===== src/rtl/wprot_pkg.sv =====
package wprot_pkg;

    localparam int WORD_W = 32;
    localparam int KEY_W  = 24;
    localparam int KEY_LO = WORD_W - KEY_W;

    typedef enum logic [1:0] {
        ACT_IDLE   = 2'd0,
        ACT_READ   = 2'd1,
        ACT_WRITE  = 2'd2,
        ACT_REJECT = 2'd3
    } wp_act_e;

    typedef struct packed {
        logic lock;
        logic en;
    } wp_ctrl_t;

    typedef struct packed {
        logic              rsp_valid;
        logic              rsp_err;
        logic [WORD_W-1:0] rsp_rdata;
        wp_ctrl_t          ctrl;
    } wp_state_t;

endpackage


===== src/rtl/wprot_decode.sv =====
module wprot_decode #(
    parameter int                     IDX_W     = 4,
    parameter int                     CTRL_IDX  = 12,
    parameter logic [(1<<IDX_W)-1:0]  PROT_MASK = '0,
    localparam int                    ADDR_W    = IDX_W + 2
) (
    input  logic [ADDR_W-1:0] addr,
    output logic [IDX_W-1:0]  idx,
    output logic              hit_ctrl,
    output logic              hit_prot
);
    logic unused_byte_lane;

    always_comb begin
        idx              = addr[ADDR_W-1:2];
        hit_ctrl         = (idx == IDX_W'(CTRL_IDX));
        hit_prot         = PROT_MASK[idx] && !hit_ctrl;
        unused_byte_lane = ^addr[1:0];
    end
endmodule


===== src/rtl/wprot_gate.sv =====
module wprot_gate
    import wprot_pkg::*;
(
    input  logic    req_valid,
    input  logic    req_write,
    input  logic    req_dbg,
    input  logic    hit_ctrl,
    input  logic    hit_prot,
    input  logic    key_ok,
    input  logic    ctrl_en,
    input  logic    ctrl_lock,
    output wp_act_e act
);
    always_comb begin
        if (!req_valid) begin
            act = ACT_IDLE;
        end else if (!req_write) begin
            act = ACT_READ;
        end else if (hit_ctrl) begin
            act = (key_ok && (!ctrl_lock || req_dbg)) ? ACT_WRITE : ACT_REJECT;
        end else begin
            act = (hit_prot && ctrl_en && !req_dbg) ? ACT_REJECT : ACT_WRITE;
        end
    end
endmodule


===== src/rtl/wprot_bank.sv =====
module wprot_bank
    import wprot_pkg::*;
#(
    parameter int IDX_W    = 4,
    parameter int CTRL_IDX = 12,
    localparam int SLOTS   = 1 << IDX_W
) (
    input  logic              clk,
    input  logic              rst_n,
    input  logic              we,
    input  logic [IDX_W-1:0]  widx,
    input  logic [WORD_W-1:0] wdata,
    input  logic [IDX_W-1:0]  ridx,
    output logic [WORD_W-1:0] rdata
);
    logic [SLOTS*WORD_W-1:0] flat;

    for (genvar g = 0; g < SLOTS; g++) begin : g_slot
        if (g == CTRL_IDX) begin : g_hole
            assign flat[g*WORD_W +: WORD_W] = '0;
        end else begin : g_store
            logic [WORD_W-1:0] word_d;
            logic [WORD_W-1:0] word_q;

            always_comb begin
                word_d = word_q;
                if (we && (widx == IDX_W'(g))) begin
                    word_d = wdata;
                end
            end

            always_ff @(posedge clk or negedge rst_n) begin
                if (!rst_n) begin
                    word_q <= '0;
                end else begin
                    word_q <= word_d;
                end
            end

            assign flat[g*WORD_W +: WORD_W] = word_q;
        end
    end

    assign rdata = flat[ridx*WORD_W +: WORD_W];
endmodule


===== src/rtl/wprot_unit.sv =====
module wprot_unit
    import wprot_pkg::*;
#(
    parameter int                     IDX_W     = 4,
    parameter int                     CTRL_IDX  = 12,
    parameter logic [KEY_W-1:0]       KEY       = 24'h5A17C3,
    parameter logic [(1<<IDX_W)-1:0]  PROT_MASK = 16'h00F0,
    localparam int                    ADDR_W    = IDX_W + 2
) (
    input  logic              clk,
    input  logic              rst_n,
    input  logic              req_valid,
    input  logic              req_write,
    input  logic              req_dbg,
    input  logic [ADDR_W-1:0] req_addr,
    input  logic [31:0]       req_wdata,
    output logic              rsp_valid,
    output logic              rsp_err,
    output logic [31:0]       rsp_rdata
);
    wp_state_t         st_d;
    wp_state_t         st_q;
    logic [IDX_W-1:0]  idx;
    logic              hit_ctrl;
    logic              hit_prot;
    logic              key_ok;
    logic              en_q;
    logic              lock_q;
    wp_act_e           act;
    logic              bank_we;
    logic [WORD_W-1:0] bank_rdata;

    assign en_q   = st_q.ctrl.en;
    assign lock_q = st_q.ctrl.lock;
    assign key_ok = (req_wdata[WORD_W-1:KEY_LO] == KEY);

    wprot_decode #(
        .IDX_W     (IDX_W),
        .CTRL_IDX  (CTRL_IDX),
        .PROT_MASK (PROT_MASK)
    ) u_decode (
        .addr     (req_addr),
        .idx      (idx),
        .hit_ctrl (hit_ctrl),
        .hit_prot (hit_prot)
    );

    wprot_gate u_gate (
        .req_valid (req_valid),
        .req_write (req_write),
        .req_dbg   (req_dbg),
        .hit_ctrl  (hit_ctrl),
        .hit_prot  (hit_prot),
        .key_ok    (key_ok),
        .ctrl_en   (en_q),
        .ctrl_lock (lock_q),
        .act       (act)
    );

    assign bank_we = (act == ACT_WRITE) && !hit_ctrl;

    wprot_bank #(
        .IDX_W    (IDX_W),
        .CTRL_IDX (CTRL_IDX)
    ) u_bank (
        .clk   (clk),
        .rst_n (rst_n),
        .we    (bank_we),
        .widx  (idx),
        .wdata (req_wdata),
        .ridx  (idx),
        .rdata (bank_rdata)
    );

    always_comb begin
        st_d           = st_q;
        st_d.rsp_valid = req_valid;
        st_d.rsp_err   = (act == ACT_REJECT);
        st_d.rsp_rdata = '0;
        if (act == ACT_READ) begin
            st_d.rsp_rdata = hit_ctrl ? {{(WORD_W-2){1'b0}}, lock_q, en_q} : bank_rdata;
        end
        if ((act == ACT_WRITE) && hit_ctrl) begin
            st_d.ctrl.en   = req_wdata[0];
            st_d.ctrl.lock = lock_q | req_wdata[1];
        end
    end

    always_ff @(posedge clk or negedge rst_n) begin
        if (!rst_n) begin
            st_q <= '0;
        end else begin
            st_q <= st_d;
        end
    end

    assign rsp_valid = st_q.rsp_valid;
    assign rsp_err   = st_q.rsp_err;
    assign rsp_rdata = st_q.rsp_rdata;
endmodule


===== config.mk =====
export PLATFORM = sky130hd
export DESIGN_NAME = wprot_unit
export DESIGN_NICKNAME = d
export VERILOG_FILES = /design/src/rtl/wprot_pkg.sv /design/src/rtl/wprot_decode.sv /design/src/rtl/wprot_gate.sv /design/src/rtl/wprot_bank.sv /design/src/rtl/wprot_unit.sv
export SDC_FILE = /design/constraint.sdc
export NUM_CORES = 1
export LEC_CHECK = 0
export BUFFER_PORTS_ARGS = -buffer_cell sky130_fd_sc_hd__buf_2
export CAP_MARGIN = 20
export CORE_ASPECT_RATIO = 0.75
export CORE_UTILIZATION = 50
export DETAILED_ROUTE_END_ITERATION = 10
export GPL_TIMING_DRIVEN = 1
export MAX_ROUTING_LAYER = met4
export PLACE_DENSITY = 0.69
export SLEW_MARGIN = 0
export SYNTH_ARGS = -nofsm -noshare
export SYNTH_HDL_FRONTEND = slang
export SYNTH_SLANG_ARGS = --single-unit

===== constraint.sdc =====
create_clock -name clk -period 1.8 [get_ports clk]
set_input_delay 0.36 -clock clk [delete_from_list [all_inputs] [get_ports clk]]
set_output_delay 0.36 -clock clk [all_outputs]
set_load 0.005 [all_outputs]

==> flow_summary.ini, run 1 <==
[global_routing]
grt_pass1_wl_um = 90510
grtUsageTotal = 0.2609
grt_overflow = 0
grt_max_degree = 69
grt_pass1_vias = 14720
grt_antenna_before_repair = 0

[power]
combinationalPowerShare = 0.165
switchingPower_mw = 7.489
p_sw_frac = 0.2405
internal-power_mw = 23.64
peakVddDrop_mv = 0.8003
p_leak_nw = 12.94
powerDensity_mw_per_mm2 = 1107
seq_power_share = 0.478
power_frac_clock = 0.357

[critical_path]
cp_data_required_time_ns = 2.26
reg2reg_slack_ns = -0.26
crit_start = en_q$_DFFE_PN0P_
rr_startpoint = en_q$_DFFE_PN0P_
cp_max_fo = 5
crit_path_end_kind = register
crit_arrival_ns = 2.52
crit_type = reg2reg
r2r_end = u_bank.g_slot[6].g_store.word_q[24]$_DFFE_PN0P_
start_kind = register
reg2reg_depth = 6

[floorplanning]
coreArea_mm2 = 0.04493
die_w_um = 249.3
start_util = 0.5104
die_h_um = 187.5
row_count = 67
io_pins = 77
dieArea_mm2 = 0.04673

[sta]
period_share = 1.144
rsz0062_at_grt = true
slew_headroom = 0.6785
max_slew.worst_pin.slew_ns = 0.4823
hold_viol = 0
finalSetupViolCount = 128
min_period_ns = 2.058
max_freq_mhz = 485.8
slew_viol_final = 0
fin_ws_ns = -0.2585
clock_skew_ns = 0.01977

[layout]
final_common_cell = dfrtp_1
diodes = 0
fill_cells = 3233
drive_gt1_frac = 0.5880
final_nets = 1672
final_cell_mix = dfrtp_1 (516), mux2_2 (361), mux2_4 (143), buf_4 (124), mux4_2 (97)
final_cell_area_mm2 = 0.02811
area_delta_synth_final_pct = 22.59

[clock_network]
clockBufferDepth = 3
cts_tree = built
clk_pin_slew_ns = 0.06
cts_buffers = 50
clock_tree.root_cell = clkbuf_16
cts_max_level = 2
clock_sinks = 516
clk_latency_ns = 0.59

[synthesis]
syn_inst = 1434
ys_warn_count = 0
syn_area_per_cell_um2 = 15.99
synth-seq-cells = 516
synth_edf_count = 0
ys_seq_area_frac = 0.5631
synth_nets = 1477
ys.flop_type = dfrtp_1
syn_area_mm2 = 0.02293
async_flop_share = 1.000
ys_types = 39

[min_path]
min_to = rsp_valid$_DFF_PN0_
hold_start = req_valid
min_path_cells = 2
worstHoldPathType = in2reg

[status]
failed_checks = setup timing
status = finished with violations

[routing]
dr.first_iter.drc_count = 930
routedWlPerCell_um = 25.91
wl_met3_um = 2268
drc = 0
met2WireLength_um = 27300
vias = 13540
dr.pass1.iters = 5
top_layer = met4
ant_nets = 0
met1_length_um = 27740
drt-vias-per-instance = 6.001
drt_wl_total_um = 58460

[place]
placed_area_mm2 = 0.02574
place_congestion = 0.8062
portBuffers = 74
dp_hpwl_um = 36160
dp_slack_ns = -0.4836

[run]
maxCapViolCount = 0
[state kept, by name (all words and copies together) (netlist names)]
name / count
rsp_rdata: 32
rsp_valid: 1
lock_q: 1
rsp_err: 1
en_q: 1
u_bank.g_slot.g_store.word_q: 480
[area by class of cell]
cell class	count	area, µm²	area share
clock buffers	78	1610	0.05728
clock inverters	15	162.7	0.005786
inverters	3	12.51	0.0004451
multi-input cells	785	9902	0.3522
flip-flops and latches	516	12910	0.4593
well taps	586	733.2	0.02608
repair buffers	273	2779	0.09885
[routing by layer]
metal	vias to the layer above	GRT usage
li1	5769	-
met1	7409	0.3757
met2	272	0.3961
met3	88	0.03298
met4	0	0.06410
met5	-	-
[cells in the mapped netlist (all sizes together), types with 3 or more instances]
| cell | n | share of area |
|---|---|---|
| dfrtp | 516 | 0.56 |
| mux2 | 512 | 0.26 |
| mux4 | 97 | 0.095 |
| buf | 79 | 0.019 |
| clkbuf | 51 | 0.0083 |
| nor2 | 41 | 0.0075 |
| mux2i | 33 | 0.014 |
| a221oi | 31 | 0.012 |
| o32ai | 30 | 0.011 |
| nand2 | 6 | 0.00098 |
| a21oi | 4 | 0.00087 |
| nand2b | 4 | 0.0011 |
| nor4bb | 4 | 0.0017 |
| inv | 3 | 0.00049 |
| nand4 | 3 | 0.00082 |
| nor2b | 3 | 0.00082 |
[power groups by stage]
stage	Combinational (mW)	Sequential, mW	Clock (mW)
after floorplan	3.66	14.6	0
after global placement	4.80	14.9	0
after detailed placement	4.99	15.0	0
after CTS	5.09	14.8	11.3
after global routing	5.54	15.1	11.8
final	5.14	14.9	11.1
[per-stage QoR]
step | power (mW) | util | cells | TNS, ns | hold slack (ns)
2_1_floorplan | 18.29 | - | 1434 | -13.44 | 0.06441
3_3_place_gp | 19.70 | 0.5728 | 2139 | -136.22 | 0.2416
3_5_place_dp | 20.01 | 0.5728 | 2139 | -138.53 | 0.2421
4_1_cts | 31.21 | 0.6188 | 2244 | -15.72 | 0.04376
5_1_grt | 32.45 | 0.6256 | 2256 | -28.48 | 0.05766
6_report | 31.13 | 0.6256 | 2256 | -23.00 | 0.07167
[worst max-delay path, cell delays in order, from the launching register on]
cell	delay, ns
dfrtp_1	0.38
nor2b_4	0.13
or4b_4	0.58
nor2_4	0.23
buf_6	0.16
clkbuf_16	0.17
mux2_4	0.30
[logic make-up after synthesis]
group	Yosys count	share of synthesized area
DFF	516	0.5631
and+or+nand+nor	73	0.01762
muxes	642	0.3660
AOI/OAI and AO/OA	70	0.02570
buffers and inverters	133	0.02761
[worst max path at each step]
stage / endpoint / slack [ns] / cells past startpoint
2_1_floorplan: u_bank.g_slot[4].g_store.word_q[10]$_DFFE_PN0P_ / -0.14 / 5
3_3_place_gp: u_bank.g_slot[4].g_store.word_q[31]$_DFFE_PN0P_ / -0.47 / 6
3_5_place_dp: u_bank.g_slot[4].g_store.word_q[25]$_DFFE_PN0P_ / -0.48 / 6
6_report: u_bank.g_slot[6].g_store.word_q[24]$_DFFE_PN0P_ / -0.26 / 6
5_1_grt: u_bank.g_slot[6].g_store.word_q[21]$_DFFE_PN0P_ / -0.29 / 6
4_1_cts: u_bank.g_slot[4].g_store.word_q[0]$_DFFE_PN0P_ / -0.18 / 6
[repair_timing]
item,in CTS,in global routing
hold endpoints to repair,99,0
buffers inserted,8,10
hold buffers,1,0
gates cloned,3,8
setup endpoints to repair,128,129
pin swaps,0,3
resized for setup,40,45
Note: power is estimated with default switching activity, not from simulation.
==> inputs of run 2 (changes only) <==
BUFFER_PORTS_ARGS = -buffer_cell sky130_fd_sc_hd__buf_4   (was -buffer_cell sky130_fd_sc_hd__buf_2)
CORE_ASPECT_RATIO = 0.8   (was 0.75)
SYNTH_HIERARCHICAL = 1   (was not set)
==> flow_summary.ini, run 2 <==
[synthesis]
synth-seq-cells = 516
synth_top_area_frac = 0.5568
yosys.area.top_type = dfrtp_1
synth_edf_count = 0
async_flop_share = 1.000
yosys-top-cells-area = dfrtp_1 (56%), mux2_2 (21%), mux4_2 (9.3%)
synth_nets = 1519
ys.flop_type = dfrtp_1
syn_area_mm2 = 0.02319
ys_seq_area_frac = 0.5568
ys_types = 36
synthTopCellsByCount = dfrtp_1 (516), mux2_2 (438), mux4_2 (96)
post-synth-top-count-cell = dfrtp_1
syn_inst = 1476
ys_warn_count = 6
syn_area_per_cell_um2 = 15.71

[global_routing]
met2_usage = 0.4117
grt_max_degree = 65
grt_pass1_wl_um = 95580
top_usage_layer = met2
met3_usage = 0.05109
met1_usage = 0.3926
grt_pass1_vias = 14870
grt_antenna_before_repair = 1
grt_overflow = 0
grtUsageTotal = 0.2781

[sta]
hold_viol = 0
final.setup.tns_ns = -348.52
slew_headroom = 0.6281
slew_viol_final = 0
finalSetupViolCount = 511
clock_skew_ns = 0.01413
max_slew.worst_pin.slew_ns = 0.5579
min_period_ns = 2.611
rsz0062_at_grt = true
period_share = 1.450
fin_ws_ns = -0.8107
max_freq_mhz = 383.0

[critical_path]
critical_path.slowest_cell = and4bb_2
cp_data_required_time_ns = 2.26
start_kind = input pin
crit_start = req_wdata[21]
path_delay_family = simple AND/OR/NAND/NOR gates
reg2reg_slack_ns = -0.75
cp-endpoint = u_bank/g_slot[11].g_store.word_q[18]$_DFFE_PN0P_
max_stage_delay_ns = 0.36
crit_arrival_ns = 3.07
r2r_end = u_bank/g_slot[11].g_store.word_q[18]$_DFFE_PN0P_
crit_type = in2reg
rr_startpoint = lock_q$_DFFE_PN0P_
path_depth = 14
reg2reg_depth = 11
crit_buf_inv = 5
worst_path_most_repeated_cell = buf_6
crit_chain = buf_6 -> and4bb_2 -> nand2_2 -> nor4_4 -> a21boi_1 -> o21a_1 -> nor3b_4 -> buf_6 -> nand3b_1 -> buf_6 -> nor2_4 -> buf_12 -> buf_12 -> mux2_2
crit_path_end_kind = register
cp_max_fo = 11

[clock_network]
cts_max_level = 2
clock_tree.root_cell = clkbuf_16
clock_sinks = 516
cts_tree = built
cts_buffers = 50
clk_pin_slew_ns = 0.06
clockBufferDepth = 3
clk_latency_ns = 0.59

[power]
switchingPower_mw = 7.433
internal-power_mw = 23.35
seq_power_share = 0.473
power_frac_clock = 0.354
combinationalPowerShare = 0.173
peakVddDrop_mv = 0.9030
p_leak_nw = 13.98
p_sw_frac = 0.2415
powerDensity_mw_per_mm2 = 1027

[floorplanning]
dieArea_mm2 = 0.04725
start_util = 0.5072
io_pins = 77
die_w_um = 242.8
coreArea_mm2 = 0.04572
row_count = 70
die_h_um = 194.6

[layout]
diodes = 0
regMostFlops = u_bank/g_slot.g_store.word_q
fill_cells = 3133
final_cell_mix = dfrtp_1 (516), mux2_4 (340), mux2_2 (172), buf_4 (133), mux4_2 (96)
area_delta_synth_final_pct = 29.19
final_common_cell = dfrtp_1
largest_reg_flops = 480
final_util = 0.6553
drive_gt1_frac = 0.5870
ff_latch_area_mm2 = 0.01291
final_nets = 1709
multi_input_comb_area_mm2 = 0.01087
final_cell_area_mm2 = 0.02996

[routing]
ant_nets = 0
vias = 14340
drc = 0
routedWlPerCell_um = 29.67
dr.pass1.iters = 5
dr.first_iter.drc_count = 1144
drt_wl_total_um = 68670
drt-vias-per-instance = 6.198

[run]
maxCapViolCount = 0

[status]
failed_checks = setup timing
status = finished with violations

[place]
portBuffers = 74
dp_hpwl_um = 34890
place_congestion = 0.7987
placed_area_mm2 = 0.02556

[min_path]
worstHoldPathType = in2reg
## run 2: changes by cell type in the layout (fill, tap and decap cells not counted), moves of 13 or more
cell and delta:
buf_16 +13, buf_2 -71, mux2_4 +197, o31ai_1 +32, mux2_2 -189, buf_6 +22, and2_1 +21, o32ai_1 -30
a22oi_1 +32, mux2i_1 -31
## run 2: worst register-to-register path: stages, from the launching register on
cell and delay, ns:
dfrtp_1 0.39, nand2b_1 0.16, a21boi_1 0.12, o21a_1 0.24, nor3b_4 0.22, buf_6 0.15
nand3b_1 0.13, buf_6 0.18, nor2_4 0.15, buf_12 0.15, buf_12 0.17, mux2_2 0.37
## run 2: area by class of cell
class,count,share of cell area
tap,612,0.02556
multi-input combinational,821,0.3629
clock buffer,72,0.04924
inverter,3,0.0003759
timing repair buffer,274,0.1236
sequential,516,0.4310
clock inverter,16,0.007267
## run 2: metal layers
| metal | wire length [µm] | up-vias |
|---|---|---|
| met2 | 31390 | 490 |
| met3 | 4614 | 128 |
| li1 | - | 5857 |
| met4 | 2420 | 0 |
| met1 | 30240 | 7868 |
| met5 | 0 | - |
## run 2: how the worst min path moves through the flow
stage / slack, ns / endpoint / cells after the start / startpoint
final: 0.09 / u_bank/g_slot[5].g_store.word_q[30]$_DFFE_PN0P_ / 2 / req_wdata[30]
after floorplan: 0.06 / en_q$_DFFE_PN0P_ / 0 / rst_n
after CTS: 0.05 / u_bank/g_slot[5].g_store.word_q[30]$_DFFE_PN0P_ / 2 / req_wdata[30]
after detailed placement: 0.34 / u_bank/g_slot[5].g_store.word_q[2]$_DFFE_PN0P_ / 1 / rst_n
after global placement: 0.34 / u_bank/g_slot[3].g_store.word_q[2]$_DFFE_PN0P_ / 1 / rst_n
after global routing: 0.07 / u_bank/g_slot[5].g_store.word_q[30]$_DFFE_PN0P_ / 2 / req_wdata[30]
## run 2: cells by family (layout without fill, tap and decap cells)
kind of cell | count (synthesis) | after routing | share of synthesized area
buffers and inverters | 139 | 365 | 0.02946
muxes | 611 | 611 | 0.3529
and+or+nand+nor | 110 | 110 | 0.02671
AOI/OAI and AO/OA | 100 | 100 | 0.03410
DFF | 516 | 516 | 0.5568
## run 2: per-stage QoR
step	power (mW)	std cells	hold slack (ns)	setup WS [ns]
6_report	30.78	2314	0.08983	-0.8107
5_1_grt	32.00	2314	0.06980	-0.8244
4_1_cts	30.35	2291	0.04644	-0.5881
3_5_place_dp	19.04	2158	0.3364	-1.327
3_3_place_gp	18.79	2158	0.3377	-1.281
2_1_floorplan	17.49	1476	0.06441	-0.8667
## run 2: timing repair
action                                  4_1_cts  5_1_grt
resized for setup                           182      233
hold buffers                                  2        0
buffers inserted                             27       12
endpoints found under the hold margin        36        0
endpoints found under the setup margin      513      513
pin swaps                                     6        9
gates cloned                                 16       21
## run 2: power by group through the flow
stage | sequential, mW | combinational (mW) | clock, mW
6_report | 14.5 | 5.34 | 10.9
3_5_place_dp | 14.6 | 4.45 | 0
5_1_grt | 14.7 | 5.69 | 11.6
2_1_floorplan | 14.3 | 3.22 | 0
3_3_place_gp | 14.5 | 4.29 | 0
4_1_cts | 14.4 | 4.81 | 11.1
==> inputs of run 3 (changes only) <==
CAP_MARGIN = not set   (was 20)
CORE_UTILIZATION = 56   (was 50)
PLACE_DENSITY = 0.76   (was 0.69)
==> flow_summary.ini, run 3 (same netlist as run 2, synthesis figures left out) <==
[global_routing]
grtUsageTotal = 0.3301
grt_overflow = 0
grt_pass1_vias = 15590
grt_max_degree = 94
grt_pass1_wl_um = 100700
grt_antenna_before_repair = 0

[layout]
regMostFlops = u_bank/g_slot.g_store.word_q
fill_cells = 2362
diodes = 0
drive_gt1_frac = 0.5751
area_delta_synth_final_pct = 26.77
fin_cells = 2255
final_cell_mix = dfrtp_1 (516), mux2_4 (293), mux2_2 (209), buf_4 (163), mux4_2 (96)
multi_input_comb_area_mm2 = 0.01064
final_nets = 1718
final_common_cell = dfrtp_1
ff_latch_area_mm2 = 0.01291
largest_reg_flops = 480

[power]
peakVddDrop_mv = 0.7730
powerDensity_mw_per_mm2 = 1031
p_leak_nw = 13.78

[critical_path]
critical_path.slowest_cell = mux2_2
cp_max_fo = 8
crit_chain = buf_6 -> and4bb_2 -> nand2_2 -> nor4_4 -> a21boi_1 -> o21a_1 -> nor3b_4 -> buf_6 -> nand3b_1 -> buf_6 -> nor2_4 -> buf_4 -> buf_12 -> mux2_2
start_kind = input pin
max_stage_delay_ns = 0.35
crit_arrival_ns = 3.07
crit_path_end_kind = register
reg2reg_depth = 12
cp_data_required_time_ns = 2.25
crit_type = in2reg
worst_path_most_repeated_cell = buf_6

[floorplanning]
start_util = 0.5696
row_count = 66
dieArea_mm2 = 0.04223
coreArea_mm2 = 0.04071
die_h_um = 184.0
die_w_um = 229.5
io_pins = 77

[sta]
hold_viol = 0
min_period_ns = 2.623
final.setup.tns_ns = -351.31
max_freq_mhz = 381.3
clock_skew_ns = 0.01382
max_slew.worst_pin.slew_ns = 0.8245
slew_viol_final = 0
finalSetupViolCount = 513
fin_ws_ns = -0.8226
hold_ws_ns = 0.08615
period_share = 1.457
rsz0062_at_grt = true
slew_headroom = 0.4504

[clock_network]
clk_pin_slew_ns = 0.07
clockBufferDepth = 3
cts_buffers = 49
clock_sinks = 516
cts_max_level = 2
cts_tree = built
clk_latency_ns = 0.58
clock_tree.root_cell = clkbuf_16

[place]
portBuffers = 74
place_congestion = 0.8028
numPlacedInstances = 2110
dp_hpwl_um = 36120
dp_slack_ns = -1.394

[routing]
dr.pass1.iters = 5
routedWlPerCell_um = 31.03
drc = 0
drt-vias-per-instance = 6.537
drt_wl_total_um = 69980
dr.first_iter.drc_count = 1600
vias = 14740
ant_nets = 0

[run]
maxCapViolCount = 0

[min_path]
min_path_cells = 2
worstHoldPathType = in2reg

[status]
status = finished with violations
failed_checks = setup timing
run 3: through the flow:
step,cell area [µm²],power [mW],utilization
floorplan,23290,17.49,-
global placement,25650,18.84,0.6301
detailed placement,25650,19.16,0.6301
CTS,28700,29.88,0.7051
global route,29400,31.38,0.7221
finish,29400,30.32,0.7221
run 3: where the power goes:
part           switching, mW  internal, mW
clock network           4.50          5.90
registers               1.12          13.5
logic                   1.96          3.35
total                   7.58          22.7
run 3: final timing paths:
path | from | endpoint | slack (ns)
min reg2reg | u_bank/g_slot[9].g_store.word_q[5]$_DFFE_PN0P_ | u_bank/g_slot[9].g_store.word_q[5]$_DFFE_PN0P_ | 0.49
min in group asynchronous | rst_n | u_bank/g_slot[14].g_store.word_q[3]$_DFFE_PN0P_ | 0.23
max reg2reg | en_q$_DFFE_PN0P_ | u_bank/g_slot[9].g_store.word_q[16]$_DFFE_PN0P_ | -0.79
min | req_wdata[26] | u_bank/g_slot[8].g_store.word_q[26]$_DFFE_PN0P_ | 0.09
max in group asynchronous | rst_n | u_bank/g_slot[15].g_store.word_q[31]$_DFFE_PN0P_ | 0.80
max | req_wdata[29] | u_bank/g_slot[9].g_store.word_q[16]$_DFFE_PN0P_ | -0.82
run 3: cell type report:
| class | count | area share |
|---|---|---|
| clock inverters | 14 | 0.004341 |
| inverters | 3 | 0.0003830 |
| well taps | 544 | 0.02315 |
| repair buffers | 284 | 0.1212 |
| clock buffers | 73 | 0.04988 |
| multi-input cells | 821 | 0.3618 |
| flip-flops and latches | 516 | 0.4392 |
run 3: per-layer routing:
layer,part of all wire,vias up,routed length (µm),track usage
li1,-,5884,-,-
met1,0.41,7950,28560,0.4531
met2,0.47,722,32550,0.4944
met3,0.086,184,5999,0.05924
met4,0.041,0,2875,0.1264
met5,0,-,0,-
run 3: worst max-delay path: cells and delay by family:
family / cells / cell delay [ns]
AND/OR/NAND/NOR: 6 / 1.28
buffers and inverters: 5 / 0.73
multiplexers: 1 / 0.35
AO/OA/AOI/OAI: 2 / 0.34
run 3: repair_timing:
action | CTS | global route
hold endpoints to repair | 228 | 0
pin swaps | 8 | 14
hold buffers | 2 | 0
gates cloned | 17 | 13
setup buffers | 28 | 12
endpoints found under the setup margin | 512 | 513
resized for setup | 194 | 145
